<file path="config.mk">
export PLATFORM = sky130hd
export DESIGN_NAME = dram_bank_seq
export DESIGN_NICKNAME = d
export VERILOG_FILES = /design/src/rtl/dbs_pkg.sv /design/src/rtl/dbs_gap_timer.sv /design/src/rtl/dbs_row_track.sv /design/src/rtl/dbs_lat_pipe.sv /design/src/rtl/dram_bank_seq.sv
export SDC_FILE = /design/constraint.sdc
export NUM_CORES = 1
export LEC_CHECK = 0
export BUFFER_PORTS_ARGS = -buffer_cell sky130_fd_sc_hd__buf_2
export CORE_ASPECT_RATIO = 0.75
export CORE_MARGIN = 2
export CORE_UTILIZATION = 54
export DETAILED_ROUTE_END_ITERATION = 6
export GPL_TIMING_DRIVEN = 0
export PLACE_DENSITY = 0.83
export SLEW_MARGIN = 20
export SYNTH_ARGS = -nofsm -noshare
export SYNTH_HDL_FRONTEND = slang
export SYNTH_SLANG_ARGS = --single-unit
</file>
<file path="constraint.sdc">
create_clock -name clk -period 3 [get_ports clk]
set_input_delay 0.15 -clock clk [delete_from_list [all_inputs] [get_ports clk]]
set_output_delay 0.15 -clock clk [all_outputs]
set_load 0.1 [all_outputs]
</file>
<file path="src/rtl/dbs_pkg.sv">
package dbs_pkg;

    typedef enum logic [2:0] {
        CMD_NOP = 3'd0,
        CMD_ACT = 3'd1,
        CMD_RD  = 3'd2,
        CMD_WR  = 3'd3,
        CMD_PRE = 3'd4
    } dbs_cmd_e;

    typedef enum logic [1:0] {
        ST_IDLE,
        ST_OPEN,
        ST_WAIT,
        ST_SEL
    } dbs_state_e;

    localparam int TMR_RCD = 0;
    localparam int TMR_RAS = 1;
    localparam int TMR_RP  = 2;
    localparam int NUM_TMR = 3;

endpackage

</file>
<file path="src/rtl/dbs_gap_timer.sv">
module dbs_gap_timer #(
    parameter int TW = 4
) (
    input  logic          clk,
    input  logic          rst_n,
    input  logic          load,
    input  logic [TW-1:0] span,
    output logic          expired
);

    logic [TW-1:0] cnt_q;
    logic [TW-1:0] span_eff;

    // a zero span counts as one cycle
    assign span_eff = (span == '0) ? TW'(1) : span;

    always_ff @(posedge clk or negedge rst_n) begin
        if (!rst_n) begin
            cnt_q <= '0;
        end else if (load) begin
            cnt_q <= span_eff - TW'(1);
        end else if (cnt_q != '0) begin
            cnt_q <= cnt_q - TW'(1);
        end
    end

    assign expired = (cnt_q == '0);

    // a zero or unit span lets the dependent command go in the very next cycle
    p_zero_span_r10: assert property (@(posedge clk) disable iff (!rst_n)
        (load && (span <= TW'(1))) |=> expired);

    // a span of two or more holds the gate shut in the next cycle
    p_span_holds_r3: assert property (@(posedge clk) disable iff (!rst_n)
        (load && (span > TW'(1))) |=> !expired);

endmodule

</file>
<file path="src/rtl/dbs_row_track.sv">
module dbs_row_track #(
    parameter int ROW_W = 14
) (
    input  logic             clk,
    input  logic             rst_n,
    input  logic             open_fire,
    input  logic             close_fire,
    input  logic [ROW_W-1:0] new_row,
    input  logic [ROW_W-1:0] probe_row,
    output logic             row_open,
    output logic             probe_hit
);

    logic [ROW_W-1:0] open_row_q;
    logic             open_q;

    always_ff @(posedge clk or negedge rst_n) begin
        if (!rst_n) begin
            open_q     <= 1'b0;
            open_row_q <= '0;
        end else if (open_fire) begin
            open_q     <= 1'b1;
            open_row_q <= new_row;
        end else if (close_fire) begin
            open_q     <= 1'b0;
        end
    end

    assign row_open  = open_q;
    assign probe_hit = open_q && (open_row_q == probe_row);

    // a precharge only ever closes a row that is open
    p_pre_needs_open_r8: assert property (@(posedge clk) disable iff (!rst_n)
        close_fire |-> open_q);

    // an activate only happens with the bank closed
    p_act_needs_closed_r2: assert property (@(posedge clk) disable iff (!rst_n)
        open_fire |-> !open_q);

endmodule

</file>
<file path="src/rtl/dbs_lat_pipe.sv">
module dbs_lat_pipe #(
    parameter int TW = 4
) (
    input  logic          clk,
    input  logic          rst_n,
    input  logic          fire,
    input  logic [TW-1:0] lat,
    output logic          valid_o
);

    localparam int DEPTH = (1 << TW) - 1;

    logic [DEPTH-1:0] shift_q;
    logic [TW-1:0]    tap;

    always_ff @(posedge clk or negedge rst_n) begin
        if (!rst_n) begin
            shift_q <= '0;
        end else begin
            shift_q <= {shift_q[DEPTH-2:0], fire};
        end
    end

    // zero latency is taken as one
    assign tap     = ((lat == '0) ? TW'(1) : lat) - TW'(1);
    assign valid_o = shift_q[tap];

    // the pulse lasts one cycle because reads are never back to back
    p_pulse_single_r4: assert property (@(posedge clk) disable iff (!rst_n)
        valid_o |=> !valid_o);

endmodule

</file>
<file path="src/rtl/dram_bank_seq.sv">
module dram_bank_seq
    import dbs_pkg::*;
#(
    parameter int ROW_W = 14,
    parameter int COL_W = 10,
    parameter int TW    = 4
) (
    input  logic             clk,
    input  logic             rst_n,
    input  logic [TW-1:0]    cfg_cl,
    input  logic [TW-1:0]    cfg_trcd,
    input  logic [TW-1:0]    cfg_trp,
    input  logic [TW-1:0]    cfg_tras,
    input  logic             cfg_cmd2t,
    input  logic             req_valid,
    output logic             req_ready,
    input  logic             req_write,
    input  logic [ROW_W-1:0] req_row,
    input  logic [COL_W-1:0] req_col,
    output logic [2:0]       cmd_o,
    output logic [ROW_W-1:0] cmd_row,
    output logic [COL_W-1:0] cmd_col,
    output logic             cs_n,
    output logic             rd_valid
);

    localparam int SW = TW + 1;

    dbs_state_e       state_q, state_d;
    dbs_cmd_e         pend_q, pend_d;
    logic [ROW_W-1:0] lat_row_q;
    logic [COL_W-1:0] lat_col_q;
    logic             lat_wr_q;

    logic             accept;
    logic             gate_ok;
    logic             issue;
    logic             is_col;
    dbs_cmd_e         col_cmd;
    dbs_cmd_e         cur_cmd;
    logic             act_fire, pre_fire, rd_fire;
    logic             row_open, hit;

    logic [NUM_TMR-1:0] tmr_load;
    logic [NUM_TMR-1:0] tmr_done;
    logic [TW-1:0]      tmr_span [NUM_TMR];

    // ---------------- handshake and request latch ----------------
    assign req_ready = (state_q == ST_IDLE) || (state_q == ST_OPEN);
    assign accept    = req_valid && req_ready;

    always_ff @(posedge clk or negedge rst_n) begin
        if (!rst_n) begin
            lat_row_q <= '0;
            lat_col_q <= '0;
            lat_wr_q  <= 1'b0;
        end else if (accept) begin
            lat_row_q <= req_row;
            lat_col_q <= req_col;
            lat_wr_q  <= req_write;
        end
    end

    assign col_cmd = lat_wr_q ? CMD_WR : CMD_RD;

    // ---------------- gap timers ----------------
    assign tmr_load[TMR_RCD] = act_fire;
    assign tmr_load[TMR_RAS] = act_fire;
    assign tmr_load[TMR_RP]  = pre_fire;
    assign tmr_span[TMR_RCD] = cfg_trcd;
    assign tmr_span[TMR_RAS] = cfg_tras;
    assign tmr_span[TMR_RP]  = cfg_trp;

    generate
        for (genvar g = 0; g < NUM_TMR; g++) begin : g_tmr
            dbs_gap_timer #(.TW(TW)) u_tmr (
                .clk     (clk),
                .rst_n   (rst_n),
                .load    (tmr_load[g]),
                .span    (tmr_span[g]),
                .expired (tmr_done[g])
            );
        end
    endgenerate

    always_comb begin
        unique case (pend_q)
            CMD_PRE: gate_ok = tmr_done[TMR_RAS];
            CMD_ACT: gate_ok = tmr_done[TMR_RP];
            CMD_RD,
            CMD_WR:  gate_ok = tmr_done[TMR_RCD];
            default: gate_ok = 1'b0;
        endcase
    end

    // ---------------- state register ----------------
    always_ff @(posedge clk or negedge rst_n) begin
        if (!rst_n) begin
            state_q <= ST_IDLE;
            pend_q  <= CMD_ACT;
        end else begin
            state_q <= state_d;
            pend_q  <= pend_d;
        end
    end

    assign issue = ((state_q == ST_WAIT) && gate_ok && !cfg_cmd2t) || (state_q == ST_SEL);

    // ---------------- next state ----------------
    always_comb begin
        state_d = state_q;
        pend_d  = pend_q;
        unique case (state_q)
            ST_IDLE: begin
                if (accept) begin           // open-new
                    state_d = ST_WAIT;
                    pend_d  = CMD_ACT;
                end
            end
            ST_OPEN: begin
                if (accept) begin           // hit or miss
                    state_d = ST_WAIT;
                    pend_d  = hit ? (req_write ? CMD_WR : CMD_RD) : CMD_PRE;
                end
            end
            ST_WAIT: begin
                if (gate_ok && cfg_cmd2t) begin   // select
                    state_d = ST_SEL;
                end
            end
            ST_SEL: begin
                state_d = ST_SEL;           // left by fire below
            end
            default: begin
                state_d = ST_IDLE;
            end
        endcase
        if (issue) begin                    // fire
            unique case (pend_q)
                CMD_PRE: begin
                    state_d = ST_WAIT;
                    pend_d  = CMD_ACT;
                end
                CMD_ACT: begin
                    state_d = ST_WAIT;
                    pend_d  = col_cmd;
                end
                default: begin
                    state_d = ST_OPEN;
                end
            endcase
        end
    end

    // ---------------- outputs ----------------
    always_comb begin
        cur_cmd = issue ? pend_q : CMD_NOP;
        is_col  = (cur_cmd == CMD_RD) || (cur_cmd == CMD_WR);
        cmd_o   = cur_cmd;
        cmd_row = (cur_cmd == CMD_ACT) ? lat_row_q : '0;
        cmd_col = is_col ? lat_col_q : '0;
        cs_n    = !(issue || ((state_q == ST_WAIT) && gate_ok && cfg_cmd2t));
    end

    assign act_fire = (cur_cmd == CMD_ACT);
    assign pre_fire = (cur_cmd == CMD_PRE);
    assign rd_fire  = (cur_cmd == CMD_RD);

    // ---------------- open row and read latency ----------------
    dbs_row_track #(.ROW_W(ROW_W)) u_row (
        .clk        (clk),
        .rst_n      (rst_n),
        .open_fire  (act_fire),
        .close_fire (pre_fire),
        .new_row    (lat_row_q),
        .probe_row  (req_row),
        .row_open   (row_open),
        .probe_hit  (hit)
    );

    dbs_lat_pipe #(.TW(TW)) u_lat (
        .clk     (clk),
        .rst_n   (rst_n),
        .fire    (rd_fire),
        .lat     (cfg_cl),
        .valid_o (rd_valid)
    );

    // ---------------- assertions ----------------
    function automatic logic [SW-1:0] eff_w(input logic [TW-1:0] v);
        return {1'b0, ((v == '0) ? TW'(1) : v)};
    endfunction

    logic [SW-1:0] since_act_q, since_pre_q;

    always_ff @(posedge clk or negedge rst_n) begin
        if (!rst_n) begin
            since_act_q <= '1;
            since_pre_q <= '1;
        end else begin
            since_act_q <= act_fire ? SW'(1) :
                           ((since_act_q == '1) ? since_act_q : since_act_q + SW'(1));
            since_pre_q <= pre_fire ? SW'(1) :
                           ((since_pre_q == '1) ? since_pre_q : since_pre_q + SW'(1));
        end
    end

    p_rcd_gap_r3: assert property (@(posedge clk) disable iff (!rst_n)
        is_col |-> (since_act_q >= eff_w(cfg_trcd)));

    p_ras_gap_r5: assert property (@(posedge clk) disable iff (!rst_n)
        pre_fire |-> (since_act_q >= eff_w(cfg_tras)));

    p_rp_gap_r6: assert property (@(posedge clk) disable iff (!rst_n)
        act_fire |-> (since_pre_q >= eff_w(cfg_trp)));

    p_act_closed_r2: assert property (@(posedge clk) disable iff (!rst_n)
        act_fire |-> !row_open);

    p_cs_with_cmd_r9: assert property (@(posedge clk) disable iff (!rst_n)
        (cmd_o != 3'(CMD_NOP)) |-> !cs_n);

    p_sel_before_cmd_r9: assert property (@(posedge clk) disable iff (!rst_n)
        (cfg_cmd2t && (cmd_o != 3'(CMD_NOP))) |-> ($past(!cs_n) && ($past(cmd_o) == 3'(CMD_NOP))));

    p_busy_no_ready_r11: assert property (@(posedge clk) disable iff (!rst_n)
        (!cs_n) |-> !req_ready);

endmodule

</file>
==> summary.log, run 1 <==
INFO  global_route   grt_overflow_total=0
INFO  layout         final_net_count=431
INFO  worst_setup_path timing.critical_path.slowest_cell_delay=500ps
INFO  sta            setup-tns-final=0ps
INFO  floorplanning  dieWidth=96.2um
INFO  yosys          synth_seq_area_share=52.4%
INFO  pwr            switching_share=42.2%
INFO  routing        antenna_left=0
INFO  sta            tightest_slew=615ps
INFO  cts            cts_buffers=9
INFO  pwr            power.switching=0.00196W
INFO  worst_setup_path rr_worst_depth=11
INFO  min_path       hp-class=in2reg
INFO  routing        initial_drc_count=146
INFO  global_route   vias_in_the_first_global_route=2651
INFO  layout         final_layout_size_suffix_gt1_share=35.7%
INFO  yosys          area_share_of_the_largest_cell_type_after_synthesis=51.6%
INFO  worst_setup_path critical_path_required=2850ps
INFO  global_route   global_route_wire_length_before_repair=12500um
INFO  floorplanning  die-height=73.1um
INFO  yosys          synth_top_cells_by_count=71 x sky130_fd_sc_hd__dfrtp_1, 26 x sky130_fd_sc_hd__mux2_2, 24 x sky130_fd_sc_hd__and3_1, 15 x sky130_fd_sc_hd__a21o_1, 14 x sky130_fd_sc_hd__xnor2_1
INFO  sta            setup_viol=0
INFO  floorplanning  row_count=25
INFO  yosys          syn_area=3440um2
INFO  worst_setup_path endpoint_kind=primary output
INFO  routing        drc_errors=0
INFO  sta            max_clock_freq=354MHz
INFO  yosys          yosysMostFrequentCell=sky130_fd_sc_hd__dfrtp_1
INFO  place          dp_hpwl=5460um
INFO  pwr            power.share.sequential=35.8%
INFO  cts            clock_tree.buffer_depth=2
INFO  routing        detail_route.wl_per_cell=16.2um
INFO  sta            rsz0062_at_grt=no
INFO  layout         diodes=0
INFO  yosys          synth_fp_nets=343
INFO  pwr            worst_ir_drop_vdd=0.657mV
INFO  yosys          async_flop_share=100%
INFO  floorplanning  design.die.area=7030um2
INFO  yosys          ys_dominant_reg_cell=sky130_fd_sc_hd__dfrtp_1
INFO  pwr            power.internal=0.00268W
INFO  place          gp_congestion=0.865
INFO  sta            timing.max_slew.rel_slack=58.6%
INFO  cts            cts_tree=yes
INFO  global_route   grt_max_degree=44
INFO  worst_setup_path arrival=2670ps
INFO  layout         fillerInstances=481
INFO  cts            number_of_sinks_on_the_clock_net=72
INFO  place          postPlaceCellArea=3940um2
INFO  yosys          synth.top_cells.by_area=sky130_fd_sc_hd__dfrtp_1 52%, sky130_fd_sc_hd__mux2_2 8.5%, sky130_fd_sc_hd__and3_1 4.4%
INFO  sta            finalClockSkew=11.9ps
INFO  yosys          ys_ff_latch=72
INFO  worst_setup_path slowest_stage=sky130_fd_sc_hd__dfrtp_1
INFO  flow_run       max-cap-violations=0
INFO  yosys          post_synth_edffs=0
INFO  floorplanning  std_cell_core_area=6220um2
INFO  sta            final_max_tran_viols=0
INFO  cts            worst_skew_pair.late_latency=350ps
INFO  floorplanning  num_io_pins=75
INFO  routing        drt_pass1_iterations=4
INFO  floorplanning  floorplan.initialDensity=55.3%
INFO  sta            layout_worst_path_cycle_share=94.1%
INFO  pwr            total_leakage_power=2.17nW
INFO  outcome        status=finished, final reports clean
INFO  routing        detailroute.via_count=2649
INFO  yosys          yosysWarningCount=0
INFO  routing        via_per_inst=5.66
INFO  min_path       min_path_cells=2
INFO  worst_setup_path timing.critical_path.from_type=register
INFO  global_route   grt_util_all_layers=23.6%
INFO  worst_setup_path path_cells=nor3b_4 -> a221oi_2 -> a21oi_2 -> buf_4 -> clkbuf_2 -> and3_1 -> buf_2
INFO  routing        routed_wirelength=7580um
INFO  sta            layout_min_cycle_time=2820ps
INFO  cts            worst_setup_hold_path_clk_slew=70ps
INFO  layout         final_area=4260um2
INFO  cts            clock_tree.htree_level_count=3
INFO  cts            cts-root-buf=sky130_fd_sc_hd__clkbuf_8
INFO  pwr            cellPowerDensity=1090nW/um2
INFO  layout         synthToLayoutAreaGrowth=23.7%
INFO  worst_setup_path timing.critical_path.fanout_max=10
INFO  worst_setup_path critical_path_class=reg2out
INFO  sta            finalHoldViolations=0
INFO  yosys          synthDistinctLibCells=45
INFO  global_route   antenna_violations_before_repair=0
INFO  yosys          gate_count_post_synth=294
INFO  layout         post-route-util=68.4%
INFO  yosys          synthesis.area_per_instance=11.7um2
INFO  place          placement.io_buffers=74
INFO  yosys          yosys.area.top_type=sky130_fd_sc_hd__dfrtp_1
INFO  pwr            clock_power_share=19.3%
INFO  pwr            pwr-share-comb=44.9%
## registers in the layout, summed over array words and instances, names as in the netlist
| signal | cells |
|---|---|
| g_tmr.u_tmr.cnt_q | 12 |
| lat_col_q | 10 |
| lat_row_q | 14 |
| lat_wr_q | 1 |
| pend_q | 3 |
| state_q | 2 |
| u_lat.shift_q | 15 |
| u_row.open_row_q | 14 |
| u_row.row_open | 1 |
## worst paths after layout
kind | slack (ps) | to | start
min in group asynchronous | 270 | g_tmr[0].u_tmr.cnt_q[1]$_DFFE_PN0P_ | rst_n
setup reg to reg | 280 | g_tmr[0].u_tmr.cnt_q[2]$_DFFE_PN0P_ | pend_q[2]$_DFF_PN0_
hold / removal | 40 | lat_col_q[5]$_DFFE_PN0P_ | req_col[5]
hold reg to reg | 370 | u_lat.shift_q[10]$_DFF_PN0_ | u_lat.shift_q[9]$_DFF_PN0_
setup / recovery | 180 | cmd_col[4] | pend_q[2]$_DFF_PN0_
max in group asynchronous | 2160 | lat_row_q[12]$_DFFE_PN0P_ | rst_n
## critical path, delay by kind of cell, from the launching register on
family	cells	cell delay, ps
buf+inv	3	860
simple gates	2	640
flops	1	500
compound gates	2	330
## placed cells by master (no fill, tap or decap), types with 2 or more instances in the layout
master                        n
sky130_fd_sc_hd__mux2i_1     11
sky130_fd_sc_hd__nor4_2       2
sky130_fd_sc_hd__nand3_1      9
sky130_fd_sc_hd__clkinvlp_4   2
sky130_fd_sc_hd__a22oi_1      2
sky130_fd_sc_hd__nor2b_1      4
sky130_fd_sc_hd__a21o_1      15
sky130_fd_sc_hd__nor3b_1      4
sky130_fd_sc_hd__dfrtp_1     71
sky130_fd_sc_hd__nand4b_1     7
sky130_fd_sc_hd__nand4_1      4
sky130_fd_sc_hd__ha_1         4
sky130_fd_sc_hd__and2_1       5
sky130_fd_sc_hd__mux2_2      26
sky130_fd_sc_hd__clkbuf_1     6
sky130_fd_sc_hd__xnor2_1     14
sky130_fd_sc_hd__o2bb2ai_1    3
sky130_fd_sc_hd__and3_1      24
sky130_fd_sc_hd__nor2_1       6
sky130_fd_sc_hd__clkbuf_8    12
sky130_fd_sc_hd__clkbuf_4    10
sky130_fd_sc_hd__inv_1        6
sky130_fd_sc_hd__nor4_1       2
sky130_fd_sc_hd__nand2_1     10
sky130_fd_sc_hd__a21oi_1      9
sky130_fd_sc_hd__clkbuf_2     2
sky130_fd_sc_hd__bufinv_16    2
sky130_fd_sc_hd__and3b_1      3
sky130_fd_sc_hd__o21ai_0     10
sky130_fd_sc_hd__buf_4        4
sky130_fd_sc_hd__nor3_1       4
sky130_fd_sc_hd__nor3b_4      2
sky130_fd_sc_hd__buf_2       65
sky130_fd_sc_hd__o31ai_1      9
## per-layer routing
metal | wire length (um) | GRT usage [%]
met1 | 3620 | 33.5
met2 | 3470 | 35.1
met3 | 433 | 6.92
met4 | 61 | 7.14
met5 | 0 | 0
## power by group through the flow
stage / combinational [W] / sequential (W) / clock, W
floorplan: 0.00165 / 0.00158 / 0
global placement: 0.00198 / 0.00164 / 0
detailed placement: 0.00203 / 0.00166 / 0
CTS: 0.00206 / 0.00166 / 0.000913
global route: 0.00223 / 0.00171 / 0.000953
finish: 0.00208 / 0.00166 / 0.000895
## through the flow
step	hold slack, ps	total power, W	worst slack, ps	cells
after floorplan	-146	0.00323	259	294
after global placement	355	0.00361	97.4	449
after detailed placement	109	0.00370	29.6	450
after CTS	19.3	0.00464	9.80	467
after global routing	24.8	0.00490	1.22	468
final	35.6	0.00464	176	468
## logic make-up after synthesis
family / Yosys count / synth area share, %
xor+xnor: 15 / 3.82
fa+ha+maj: 4 / 1.45
compound gates: 56 / 11.4
mux: 37 / 11.7
simple gates: 91 / 16.5
buf+inv: 19 / 2.65
flops: 72 / 52.4
## repair_timing
| item | CTS | global route |
|---|---|---|
| gates resized for setup | 3 | 12 |
| hold buffers | 1 | 0 |
| buffers inserted | 0 | 1 |
| endpoints found under the setup margin | 11 | 17 |
| endpoints found under the hold margin | 28 | 0 |
| pin swaps | 0 | 0 |
## final cells by class
cell class	count	area (um2)	share of cell area (%)
repair buffers	77	435	10.2
clock inverters	4	75.1	1.76
plain buffers	13	68.8	1.62
inverters	6	22.5	0.529
well taps	81	101	2.38
multi-input cells	203	1580	37.2
clock buffers	12	165	3.88
flip-flops and latches	72	1800	42.4
No activity file was read; power rests on OpenSTA's default activity.
==> run 2: changes to the inputs <==
--- a/config.mk
+++ b/config.mk
@@ -7,7 +7,7 @@
 export LEC_CHECK = 0
 export BUFFER_PORTS_ARGS = -buffer_cell sky130_fd_sc_hd__buf_2
 export CORE_ASPECT_RATIO = 0.75
-export CORE_MARGIN = 2
+export CORE_MARGIN = 3
 export CORE_UTILIZATION = 54
 export DETAILED_ROUTE_END_ITERATION = 6
 export GPL_TIMING_DRIVEN = 0
==> run 2 against run 1 <==
Flip-flop and latch count is the same. Core utilization grew 3.5 points. Power grew 3.6%. Cell count shrank 0.43%. First-iteration DRC count grew 31%. Combinational power is essentially flat. Clock power grew 14%. Sequential power is essentially flat. Highest routed layer unchanged. Global-route usage shrank 1.1 points. Maximum frequency shrank 0.86%.
==> summary.log, run 2 (synthesis results as in run 1) <==
INFO  worst_setup_path timing.critical_path.fanout_max=10 [unchanged]
INFO  pwr            cellPowerDensity=1120nW/um2 [+2.7%]
INFO  routing        routed_wirelength=8090um [+6.7%]
INFO  layout         layout.cells.most_common_list=71 x sky130_fd_sc_hd__dfrtp_1, 64 x sky130_fd_sc_hd__buf_2, 26 x sky130_fd_sc_hd__mux2_2, 24 x sky130_fd_sc_hd__and3_1, 15 x sky130_fd_sc_hd__a21o_1
INFO  sta            tightest_slew=627ps [+12.7 ps]
INFO  place          gp_congestion=0.844 [-2.5%]
INFO  cts            cts_tree=yes
INFO  layout         layoutNonFillerInstCount=466 [-0.43%]
INFO  global_route   grt_util_all_layers=22.4% [-1.1 points]
INFO  cts            clock_tree.htree_level_count=3 [unchanged]
INFO  cts            clock_tree.buffer_depth=2 [unchanged]
INFO  layout         final_area=4290um2 [+0.88%]
INFO  outcome        status=finished, final reports clean
INFO  sta            max_clock_freq=351MHz [-0.86%]
INFO  sta            layout_min_cycle_time=2850ps [+24.5 ps]
INFO  layout         largest_registers=u_lat.shift_q (15), lat_row_q (14), u_row.open_row_q (14)
INFO  layout         final_common_cell=sky130_fd_sc_hd__dfrtp_1
INFO  layout         largest_register=u_lat.shift_q
INFO  cts            number_of_sinks_on_the_clock_net=72 [unchanged]
INFO  sta            rsz0062_at_grt=no
INFO  worst_setup_path critical_path_class=reg2out
INFO  layout         final_net_count=432 [+0.23%]
INFO  pwr            worst_ir_drop_vdd=0.613mV [-6.8%]
INFO  global_route   grt_overflow_total=0 [unchanged]
INFO  worst_setup_path endpoint_kind=primary output
INFO  sta            setup-tns-final=0ps [unchanged]
INFO  sta            finalClockSkew=8.08ps [-3.83 ps]
INFO  routing        drc_errors=0 [unchanged]
INFO  sta            layout_worst_path_cycle_share=95.0% [+0.82 points]
INFO  cts            cts-root-buf=sky130_fd_sc_hd__clkbuf_8
INFO  floorplanning  floorplan.initialDensity=57.6% [+2.3 points]
INFO  routing        drt_pass1_iterations=4 [unchanged]
INFO  global_route   global_route_wire_length_before_repair=13000um [+3.3%]
INFO  worst_setup_path arrival=2700ps [+30 ps]
INFO  layout         largest_reg_flops=15 [unchanged]
INFO  floorplanning  die-height=75.1um [+2.7%]
INFO  min_path       hp-class=in2reg
INFO  sta            timing.max_slew.rel_slack=58.2% [-0.47 points]
INFO  routing        detail_route.wl_per_cell=17.4um [+7.2%]
INFO  layout         post-route-util=71.8% [+3.5 points]
INFO  sta            setup_viol=0 [unchanged]
INFO  floorplanning  num_io_pins=75 [unchanged]
INFO  layout         synthToLayoutAreaGrowth=24.8%
INFO  sta            finalHoldViolations=0 [unchanged]
INFO  global_route   vias_in_the_first_global_route=2710 [+2.2%]
INFO  place          placed_cell_count=447 [-0.67%]
INFO  global_route   antenna_violations_before_repair=0 [unchanged]
INFO  place          placement.io_buffers=74 [unchanged]
INFO  cts            worst_skew_pair.late_latency=350ps [about the same]
INFO  floorplanning  std_cell_core_area=5980um2 [-4.0%]
INFO  routing        via_per_inst=5.82 [+2.9%]
INFO  cts            worst_setup_hold_path_clk_slew=80ps [about the same]
INFO  worst_setup_path critical_path_required=2850ps [about the same]
INFO  floorplanning  row_count=24 [-4.0%]
INFO  cts            cts_buffers=9 [unchanged]
INFO  layout         final_layout_size_suffix_gt1_share=35.3% [-0.35 points]
INFO  sta            final_max_tran_viols=0 [unchanged]
INFO  routing        detailroute.via_count=2713 [+2.4%]
INFO  place          dp_hpwl=5690um [+4.2%]
INFO  layout         diodes=0 [unchanged]
INFO  routing        antenna_left=0 [unchanged]
INFO  flow_run       max-cap-violations=0 [unchanged]
INFO  place          postPlaceCellArea=3950um2 [about the same]
INFO  global_route   grt_max_degree=60 [+36%]
INFO  routing        initial_drc_count=191 [+31%]
INFO  pwr            total_leakage_power=2.19nW [+1.1%]
INFO  floorplanning  design.die.area=7380um2 [+4.9%]
INFO  floorplanning  dieWidth=98.2um [+2.1%]
INFO  worst_setup_path timing.critical_path.from_type=register
-- run 2: cell types whose count changed in the layout (fill, tap and decap cells not counted), sizes merged --
cell	delta
clkinvlp	-1
clkbuf	-4
bufinv	+2
buf	+4
-- run 2: layout make-up --
type,count,area [um2]
timing repair buffer,78,453
buffer,13,68.8
inverter,6,22.5
clock buffer,11,141
fill,398,1680
clock inverter,5,128
multi-input combinational,203,1580
sequential,72,1800
tap,78,97.6
-- run 2: path summary, 6_finish.rpt --
path / from / to / slack, ps / depth (start not counted)
max in group asynchronous: rst_n / pend_q[0]$_DFF_PN1_ / 2220 / 3
min in group asynchronous: rst_n / u_lat.shift_q[13]$_DFF_PN0_ / 190 / 2
hold / removal: req_col[5] / lat_col_q[5]$_DFFE_PN0P_ / 30 / 2
setup / recovery: g_tmr[1].u_tmr.cnt_q[1]$_DFFE_PN0P_ / cmd_col[3] / 150 / 7
setup reg to reg: g_tmr[1].u_tmr.cnt_q[1]$_DFFE_PN0P_ / g_tmr[1].u_tmr.cnt_q[2]$_DFFE_PN0P_ / 210 / 11
hold reg to reg: u_lat.shift_q[8]$_DFF_PN0_ / u_lat.shift_q[9]$_DFF_PN0_ / 370 / 0
-- run 2: stage by stage --
| step | hold slack (ps) | setup WS [ps] | power, W |
|---|---|---|---|
| detailed placement | 22.9 | 22.5 | 0.00371 |
| floorplan | -146 | 259 | 0.00323 |
| global route | 27.2 | 2.73 | 0.00507 |
| CTS | 19.4 | 0.328 | 0.00479 |
| finish | 28.0 | 151 | 0.00481 |
| global placement | 356 | 78.0 | 0.00362 |
-- run 2: repair_timing --
item,4_1_cts,5_1_grt
endpoints found under the setup margin,13,17
pin swaps,0,0
hold endpoints to repair,71,0
buffers inserted,0,2
hold buffers,1,0
gates resized for setup,7,8
-- run 2: layer usage --
| layer | vias to the layer above | wire [um] | track usage (%) |
|---|---|---|---|
| met4 | 0 | 64 | 5.61 |
| li1 | 1265 | - | - |
| met3 | 7 | 604 | 7.04 |
| met2 | 111 | 3750 | 35.8 |
| met5 | - | 0 | 0 |
| met1 | 1330 | 3670 | 30.6 |
-- run 2: where the power goes --
part / internal [W] / total (W) / switching, W
logic: 0.000778 / 0.00211 / 0.00133
clock network: 0.000660 / 0.00102 / 0.000363
registers: 0.00138 / 0.00168 / 0.000298
-- run 2: worst max-delay path, cell delays in order, from the launching register on --
cell and delay (ps):
sky130_fd_sc_hd__dfrtp_1 420, sky130_fd_sc_hd__nor4_2 560, sky130_fd_sc_hd__a221oi_2 160, sky130_fd_sc_hd__a21oi_2 210
sky130_fd_sc_hd__buf_4 200, sky130_fd_sc_hd__clkbuf_2 260, sky130_fd_sc_hd__and3_1 210, sky130_fd_sc_hd__clkbuf_4 330
